**config.mk**
```make
export PLATFORM = sky130hd
export DESIGN_NAME = uart_guarded_port
export DESIGN_NICKNAME = d
export VERILOG_FILES = /design/src/rtl/uart_gp_pkg.sv /design/src/rtl/uart_gp_tx.sv /design/src/rtl/uart_gp_rx.sv /design/src/rtl/uart_gp_rxbuf.sv /design/src/rtl/uart_guarded_port.sv
export SDC_FILE = /design/constraint.sdc
export NUM_CORES = 1
export LEC_CHECK = 0
export BUFFER_PORTS_ARGS = -buffer_cell sky130_fd_sc_hd__buf_2
export CAP_MARGIN = 25
export CORE_ASPECT_RATIO = 0.6
export CORE_MARGIN = 2
export CORE_UTILIZATION = 45
export DETAILED_ROUTE_END_ITERATION = 8
export SKIP_LAST_GASP = 1
export SYNTH_ARGS = -nofsm -noshare
export SYNTH_HDL_FRONTEND = slang
export SYNTH_SLANG_ARGS = --single-unit
export TNS_END_PERCENT = 100
```
**constraint.sdc**
```tcl
create_clock -name clk -period 2.6 [get_ports clk]
set_input_delay 0.13 -clock clk [delete_from_list [all_inputs] [get_ports clk]]
set_output_delay 0.13 -clock clk [all_outputs]
set_load 0.005 [all_outputs]
```
**src/rtl/uart_gp_pkg.sv**
```systemverilog
package uart_gp_pkg;
  typedef enum logic [1:0] {
    RXS_IDLE,
    RXS_START,
    RXS_DATA,
    RXS_STOP
  } rx_state_t;
endpackage

```
**src/rtl/uart_gp_tx.sv**
```systemverilog
module uart_gp_tx #(
  parameter int DATA_W = 8,
  parameter int OVS    = 16
) (
  input  logic              clk,
  input  logic              rst_n,
  input  logic              tick,
  input  logic              ld_valid,
  output logic              ld_ready,
  input  logic [DATA_W:0]   ld_data,
  input  logic              mode9,
  output logic              txd,
  output logic              stop_begin
);
  localparam int FRAME_W = DATA_W + 3;
  localparam int CNT_W   = $clog2(OVS);
  localparam int BIT_W   = $clog2(FRAME_W + 1);

  logic [FRAME_W-1:0] sh;
  logic [BIT_W-1:0]   bit_idx;
  logic [BIT_W-1:0]   stop_idx;
  logic [CNT_W-1:0]   ovs;
  logic               busy;
  logic               wide_q;
  logic               bit_end;

  // index of the stop bit within the frame
  assign stop_idx = wide_q ? BIT_W'(FRAME_W - 1) : BIT_W'(FRAME_W - 2);
  assign bit_end  = busy && tick && (ovs == CNT_W'(OVS - 1));
  assign ld_ready = !busy;
  assign txd      = busy ? sh[0] : 1'b1;
  assign stop_begin = bit_end && (bit_idx == stop_idx - BIT_W'(1));

  always_ff @(posedge clk or negedge rst_n) begin
    if (!rst_n) begin
      sh      <= '1;
      bit_idx <= '0;
      ovs     <= '0;
      busy    <= 1'b0;
      wide_q  <= 1'b0;
    end else if (ld_valid && !busy) begin
      // in 8-bit mode the slot after D7 already carries the stop level
      sh      <= mode9 ? {1'b1, ld_data[DATA_W], ld_data[DATA_W-1:0], 1'b0}
                       : {1'b1, 1'b1, ld_data[DATA_W-1:0], 1'b0};
      bit_idx <= '0;
      ovs     <= '0;
      busy    <= 1'b1;
      wide_q  <= mode9;
    end else if (busy && tick) begin
      if (bit_end) begin
        ovs <= '0;
        if (bit_idx == stop_idx) begin
          busy <= 1'b0;
        end else begin
          sh      <= {1'b1, sh[FRAME_W-1:1]};
          bit_idx <= bit_idx + BIT_W'(1);
        end
      end else begin
        ovs <= ovs + CNT_W'(1);
      end
    end
  end
endmodule

```
**src/rtl/uart_gp_rx.sv**
```systemverilog
module uart_gp_rx
  import uart_gp_pkg::*;
#(
  parameter int DATA_W = 8,
  parameter int OVS    = 16
) (
  input  logic              clk,
  input  logic              rst_n,
  input  logic              tick,
  input  logic              rxd,
  input  logic              rx_en,
  input  logic              mode9,
  output logic              frame_end,
  output logic              stop_val,
  output logic [DATA_W:0]   word
);
  localparam int CNT_W = $clog2(OVS);
  localparam int BIT_W = $clog2(DATA_W + 2);
  localparam int MID   = OVS / 2;

  rx_state_t        st;
  logic [2:0]       syn;
  logic             line;
  logic             fall;
  logic [CNT_W-1:0] cnt;
  logic [BIT_W-1:0] nbit;
  logic [BIT_W-1:0] nlast;
  logic [DATA_W:0]  sh;
  logic             wide_q;
  logic             cnt_full;

  assign line     = syn[1];
  assign fall     = syn[2] && !syn[1];
  assign nlast    = wide_q ? BIT_W'(DATA_W) : BIT_W'(DATA_W - 1);
  assign cnt_full = (cnt == CNT_W'(OVS - 1));
  assign word     = wide_q ? sh : {1'b0, sh[DATA_W:1]};

  always_ff @(posedge clk or negedge rst_n) begin
    if (!rst_n) begin
      syn       <= '1;
      st        <= RXS_IDLE;
      cnt       <= '0;
      nbit      <= '0;
      sh        <= '0;
      wide_q    <= 1'b0;
      frame_end <= 1'b0;
      stop_val  <= 1'b0;
    end else begin
      syn       <= {syn[1:0], rxd};
      frame_end <= 1'b0;
      unique case (st)
        RXS_IDLE: begin
          if (rx_en && fall) begin
            st  <= RXS_START;
            cnt <= '0;
          end
        end
        RXS_START: begin
          if (tick) begin
            if (cnt == CNT_W'(MID - 1)) begin
              cnt <= '0;
              if (line) begin
                st <= RXS_IDLE;
              end else begin
                st     <= RXS_DATA;
                nbit   <= '0;
                wide_q <= mode9;
              end
            end else begin
              cnt <= cnt + CNT_W'(1);
            end
          end
        end
        RXS_DATA: begin
          if (tick) begin
            if (cnt_full) begin
              cnt <= '0;
              sh  <= {line, sh[DATA_W:1]};
              if (nbit == nlast) st <= RXS_STOP;
              else nbit <= nbit + BIT_W'(1);
            end else begin
              cnt <= cnt + CNT_W'(1);
            end
          end
        end
        RXS_STOP: begin
          if (tick) begin
            if (cnt_full) begin
              cnt       <= '0;
              st        <= RXS_IDLE;
              frame_end <= 1'b1;
              stop_val  <= line;
            end else begin
              cnt <= cnt + CNT_W'(1);
            end
          end
        end
        default: st <= RXS_IDLE;
      endcase
    end
  end
endmodule

```
**src/rtl/uart_gp_rxbuf.sv**
```systemverilog
module uart_gp_rxbuf #(
  parameter int DATA_W = 8
) (
  input  logic              clk,
  input  logic              rst_n,
  input  logic              frame_end,
  input  logic              stop_val,
  input  logic [DATA_W:0]   word,
  input  logic              ext_mode,
  input  logic              frame_chk,
  input  logic              clr,
  output logic              full,
  output logic [DATA_W:0]   buf_q
);
  logic room_ok;
  logic stop_ok;
  logic take;

  assign room_ok = ext_mode || !full;
  assign stop_ok = !frame_chk || stop_val;
  assign take    = frame_end && room_ok && stop_ok;

  always_ff @(posedge clk or negedge rst_n) begin
    if (!rst_n) begin
      full  <= 1'b0;
      buf_q <= '0;
    end else if (take) begin
      full  <= 1'b1;
      buf_q <= word;
    end else if (clr) begin
      full <= 1'b0;
    end
  end
endmodule

```
**src/rtl/uart_guarded_port.sv**
```systemverilog
module uart_guarded_port #(
  parameter int DATA_W = 8,
  parameter int OVS    = 16
) (
  input  logic              clk,
  input  logic              rst_n,
  input  logic              tick,
  input  logic              mode9,
  input  logic              ext_mode,
  input  logic              frame_chk,
  input  logic              rx_en,
  input  logic              tx_valid,
  output logic              tx_ready,
  input  logic [DATA_W:0]   tx_data,
  output logic              txd,
  output logic              tx_done,
  input  logic              tx_done_clr,
  input  logic              rxd,
  output logic              rx_rdy,
  input  logic              rx_rdy_clr,
  output logic [DATA_W:0]   rx_data
);
  logic            stop_begin;
  logic            frame_end;
  logic            stop_val;
  logic [DATA_W:0] rx_word;

  uart_gp_tx #(.DATA_W(DATA_W), .OVS(OVS)) u_tx (
    .clk        (clk),
    .rst_n      (rst_n),
    .tick       (tick),
    .ld_valid   (tx_valid),
    .ld_ready   (tx_ready),
    .ld_data    (tx_data),
    .mode9      (mode9),
    .txd        (txd),
    .stop_begin (stop_begin)
  );

  uart_gp_rx #(.DATA_W(DATA_W), .OVS(OVS)) u_rx (
    .clk       (clk),
    .rst_n     (rst_n),
    .tick      (tick),
    .rxd       (rxd),
    .rx_en     (rx_en),
    .mode9     (mode9),
    .frame_end (frame_end),
    .stop_val  (stop_val),
    .word      (rx_word)
  );

  uart_gp_rxbuf #(.DATA_W(DATA_W)) u_buf (
    .clk       (clk),
    .rst_n     (rst_n),
    .frame_end (frame_end),
    .stop_val  (stop_val),
    .word      (rx_word),
    .ext_mode  (ext_mode),
    .frame_chk (frame_chk),
    .clr       (rx_rdy_clr),
    .full      (rx_rdy),
    .buf_q     (rx_data)
  );

  always_ff @(posedge clk or negedge rst_n) begin
    if (!rst_n)          tx_done <= 1'b0;
    else if (stop_begin) tx_done <= 1'b1;
    else if (tx_done_clr) tx_done <= 1'b0;
  end
endmodule

```
After elaboration in Yosys (flattened, before gate mapping)

Cells that the tools add are included.

Register bits after elaboration: 57
Bits in latches: 0
Memory bits (writable): 0
ROM bits: 0
Output and inout port bits: 13
Memories: 0

Add/subtract/negate cells: 5
Multipliers: 0
Divide/modulo/power cells: 0
$lt $le $gt $ge: 0
Equality and inequality tests: 21
Shift-type cells: 0
Muxes and demuxes: 50
Bitwise gates (word level): 1
Reduce and logical (&&, ||, !) cells: 30

Operator list:

| cell                | number |
|---|---|
| $mux 4              | 19 |
| $mux 11             | 4 |
| $mux 2              | 10 |
| $add 4x1->4 const B | 4 |
| $reduce_and 3->1    | 5 |
| $ne 2x1->1 const B  | 7 |
| $eq 4x4->1          | 3 |
| $mux 1              | 12 |
| $pmux 4 s3          | 1 |
| $reduce_bool 2->1   | 6 |
| $mux 10             | 1 |
| $ne 2x2->1 const B  | 5 |
| $mux 9              | 1 |
| $eq 4x4->1 const B  | 2 |
| $logic_and 1x1->1   | 8 |
| $pmux 2 s4          | 1 |
| $pmux 4 s2          | 1 |
| $reduce_and 8->1    | 1 |
| $reduce_and 7->1    | 1 |
| $eq 2x2->1 const B  | 2 |
| $eq 4x3->1 const B  | 1 |
| $logic_not 1->1     | 4 |
| $reduce_and 4->1    | 1 |
| $sub 4x1->4 const B | 1 |
| 5 further kinds     | 6 |

Depth between registers and ports, before layout

Word-level depth: 6
Depth in mapped cells: 7

By module

A second synthesis with hierarchy kept.

Cells, all modules: 241
Area total of the unflattened synthesis: 2,800.2 um^2

By module, submodules not included:

| module            | instances | cells an instance | area an instance (um^2) | sequential area each (um^2) |
|---|---|---|---|---|
| uart_gp_rx        | 1         | 106               | 1,300.0                 | 629.4 |
| uart_gp_tx        | 1         | 109               | 1,073.5                 | 513.0 |
| uart_gp_rxbuf     | 1         | 23                | 390.4                   | 250.2 |
| uart_guarded_port | 1         | 3                 | 36.3                    | 25.0 |

Least setup slack after synthesis

Ideal clock, no wire load.

Path kind: register to register
Start: register u_rx.cnt[0]
End: register u_rx.nbit[2]
Setup time: 124 ps
Arrival: 1,501 ps
Slack: 975 ps
Stages on the path, launching flop included: 7
Buffers on the path: 1
Clock period less this slack: 1,625 ps
Cells stage by stage: dfrtp_1 ha_1 and3_1 buf_4 and2_1 and4_1 a211o_1

Cells in the longest elaborated chain, start to end: 3
Elaborated cells on any way between the ends: 5

Ends and longest elaborated chain:

| what                                            | line                               | RTL |
|---|---|---|
| start, declared                                 | uart_gp_rx.sv:25                   | `logic [CNT_W-1:0] cnt;` |
| start signal, assigned                          | uart_gp_rx.sv:70                   | `cnt <= cnt + CNT_W'(1);` |
| start signal, assigned                          | uart_gp_rx.sv:82                   | `cnt <= cnt + CNT_W'(1);` |
| start signal, assigned                          | uart_gp_rx.sv:94                   | `cnt <= cnt + CNT_W'(1);` |
| $eq 4x4->1 / $eq 4x3->1 (equally long branches) | uart_gp_rx.sv:35, uart_gp_rx.sv:60 |  |
| $ne 2x1->1 (no line)                            | n/a                                |  |
| $reduce_and 7->1 (no line) (*)                  | n/a                                |  |
| end signal, assigned                            | uart_gp_rx.sv:80                   | `else nbit <= nbit + BIT_W'(1);` |
| end, declared                                   | uart_gp_rx.sv:26                   | `logic [BIT_W-1:0] nbit;` |

Mark *: on every way between the ends. The rest lies on a longest branch, timed or not.
A chain may end at the register's enable or synchronous reset.

Final worst setup path

Start: register u_rx.cnt[0]
End: register u_rx.sh[3]

Cells in the longest elaborated chain, start to end: 2

Ends and longest elaborated chain:

| what                       | line             | RTL |
|---|---|---|
| $eq 4x4->1                 | uart_gp_rx.sv:35 | `assign cnt_full = (cnt == CNT_W'(OVS - 1));` |
| $reduce_and 3->1 (no line) | n/a              |  |
| end signal, assigned       | uart_gp_rx.sv:78 | `sh <= {line, sh[DATA_W:1]};` |
| end, declared              | uart_gp_rx.sv:28 | `logic [DATA_W:0] sh;` |

Every way passes these cells.

==> run_results.csv <==
group,metric,value,unit
run_status,outcome,"finished, final reports clean",
routing,drtIter0Drc,81,
clocking,clk_latency,0.31,ns
floorplan,rows,21,
finish,layout_commonest_cell,"dfrtp_1",
grt,grt_max_degree,57,
grt,grt-ovfl-total,0,
yosys,ys_warn_count,0,
floorplan,die_area,0.006724,mm²
grt,grt_pass1_vias,1963,
sta,layout_min_cycle_time,2.016,ns
finish,drive_above_1_share,24.25,%
power_and_ir_drop,power_density,832.4,mW/mm²
power_and_ir_drop,power,2.594,mW
sta,rsz0062_at_grt,"false",
clocking,root_buffer,"clkbuf_8",
sta,finalHoldViolCount,0,
sta,fin_skew,0.006679,ns
sta,tightest_slew,0.6910,ns
clocking,clock_path_buffers,2,
setup_path,path_class,"register to register",
grt,grt_pass1_wl,9.604,mm
yosys,syn-cell-area,0.002729,mm²
setup_path,rrSetupSlack,0.58,ns
routing,vias_per_cell,5.457,
floorplan,core,0.005702,mm²
finish,fin_nets,324,
finish,area_delta_synth_final,14.21,%
clocking,h-tree-depth,2,
power_and_ir_drop,leakage,1.451,nW
sta,fmaxAchievable,0.4961,GHz
setup_path,crit_path_max_fanout,12,
floorplan,pin_count,33,
routing,drtAntennaViolNets,0,
sta,fin_tns_setup,0,ns
routing,wl_per_cell,14.21,µm
clocking,post_cts_buffers,0,
routing,first_pass_iters,4,
yosys,syn_inst,266,
job,cap_violations,0,
power_and_ir_drop,ir_drop,0.0003197,V
yosys,synth_area_leaders,"dfrtp_1 39%, dfstp_2 13%, o21ai_0 5.9%",
yosys,synth-edff-count,0,
finish,layout_common_cells,"43 x dfrtp_1, 32 x o21ai_0, 32 x buf_2, 27 x nand2_1, 16 x a21oi_1",
clocking,path_clk_slew,0.10,ns
place,io_buffers,32,
place,hpwl,3.796,mm
sta,finalMaxSlewViolations,0,
sta,slew_headroom,53.93,%
yosys,synth_cell_types,45,
routing,routed_wl,5.414,mm
finish,n_antenna_cell,0,
finish,fillCellCount,516,
min_path,worstHoldPathType,"input port to register",
yosys,ys_seq_area_share,51.95,%
yosys,yosysTopAreaCell,"dfrtp_1",
floorplan,fp.dieH,64.32,µm
place,gp_congestion,0.8033,
grt,grt_antenna_before_repair,0,
place,pre_cts_ws,0.5930,ns
clocking,cts-resized-gates,0,
setup_path,cp_data_required_time,2.80,ns
yosys,yosysTopAreaCellShare,39.43,%
routing,route.detailed.drc,0,
setup_path,startpoint_type,"register",
sta,setup_ws,0.5843,ns
clocking,cts_tree,"built",
grt,track_usage,18.06,%
floorplan,chipWidth,104.5,µm
yosys,syn_area_per_cell,10.26,µm²
place,placed_cells,370,
sta,finalCritPeriodShare,77.53,%
finish,stdcell_count,381,
yosys,async_flop_share,100.0,%
yosys,syn_nets,290,
routing,vias,2079,
clocking,cts_buffers,5,
setup_path,endpoint_kind,"register",
floorplan,start_util,47.86,%
sta,setup_viol,0,
yosys,ys.flop_type,"dfrtp_1",
yosys,ys_ff_latch,56,
setup_path,crit_arrival,2.21,ns
clocking,numClockSinks,56,
## area by class of cell
class	count	area, µm²	area share [%]
Clock buffer	6	72.57	2.328
Sequential cell	56	1418	45.48
Timing Repair Buffer	41	235.2	7.547
Clock inverter	2	60.06	1.927
Inverter	9	33.78	1.084
Tap cell	80	100.1	3.212
Multi-Input combinational cell	187	1197	38.42
## worst max-delay path, stage by stage, from the launching register on
cell	delay (ns)
dfrtp_1	0.40
ha_1	0.25
and3_1	0.36
and2_1	0.51
mux2_2	0.39
## per-stage QoR
step                      util (%)  instance area (µm²)  hold slack (ns)
after floorplan                  -                 2729          -0.1656
after global placement       51.81                 2954           0.2425
after detailed placement     51.81                 2954           0.2415
after CTS                    54.66                 3117          0.03872
after global routing         54.66                 3117          0.03533
final                        54.66                 3117          0.04866
## synth_stat cells (2+ instances only)
library cell	count
nor3b_1	2
nor2_1	14
buf_4	2
a21oi_1	16
dfstp_2	13
a311oi_1	2
mux2_2	11
buf_2	4
nand3_1	12
and3b_1	2
ha_1	4
a31oi_1	10
o221ai_1	3
o41ai_1	3
inv_1	9
nand2_1	27
clkbuf_1	6
a21boi_0	2
nor2b_1	3
xor2_1	4
a211o_1	2
and2_1	2
dfrtp_1	43
nand3b_1	3
o211ai_1	2
o21ai_0	32
mux2i_1	10
buf_6	2
nand2b_1	3
and3_1	3
## flip-flops by register name, indices dropped and copies added (netlist names), 3 cells and up, named ones only
| signal | count |
|---|---|
| u_tx.ovs | 4 |
| u_tx.sh | 10 |
| u_rx.cnt | 4 |
| u_buf.buf_q | 9 |
| u_rx.syn | 3 |
| u_tx.bit_idx | 4 |
| u_rx.sh | 9 |
| u_rx.nbit | 4 |
## worst paths after layout
| kind | endpoint | startpoint | depth (start not counted) |
|---|---|---|---|
| worst min-delay path | u_tx.sh[4]$_DFFE_PN1P_ | tx_data[3] | 3 |
| worst max-delay path | u_rx.sh[3]$_DFFE_PN0P_ | u_rx.cnt[0]$_DFFE_PN0P_ | 4 |
| worst min register to register | u_rx.syn[1]$_DFF_PN1_ | u_rx.syn[0]$_DFF_PN1_ | 0 |
| min in group asynchronous | u_tx.bit_idx[3]$_DFFE_PN0P_ | rst_n | 3 |
| worst max register to register | u_rx.sh[3]$_DFFE_PN0P_ | u_rx.cnt[0]$_DFFE_PN0P_ | 4 |
| max in group asynchronous | u_rx.sh[8]$_DFFE_PN0P_ | rst_n | 3 |
## logic make-up after synthesis
family | Yosys count | synth area share [%]
AO/OA/AOI/OAI | 79 | 17.52
AND/OR/NAND/NOR | 79 | 15.04
flip-flops | 56 | 51.95
buffers and inverters | 23 | 4.172
multiplexers | 21 | 8.207
XOR/XNOR | 4 | 1.284
adder cells (fa/ha/maj) | 4 | 1.834
## per-layer routing
metal	GRT usage [%]	wire [µm]
met3	3.469	276
met5	0	0
met2	24.43	2124
met4	6.588	66
met1	28.21	2947
## power breakdown
part | internal [mW] | switching, mW
sequential | 1.11 | 0.212
combinational | 0.299 | 0.313
clock | 0.385 | 0.271
total | 1.80 | 0.797
## what timing repair did
action | in CTS | in global routing
setup endpoints to repair | 0 | 0
endpoints found under the hold margin | 45 | 0
hold buffers | 3 | 0
Power figures use the tool's default switching activity.
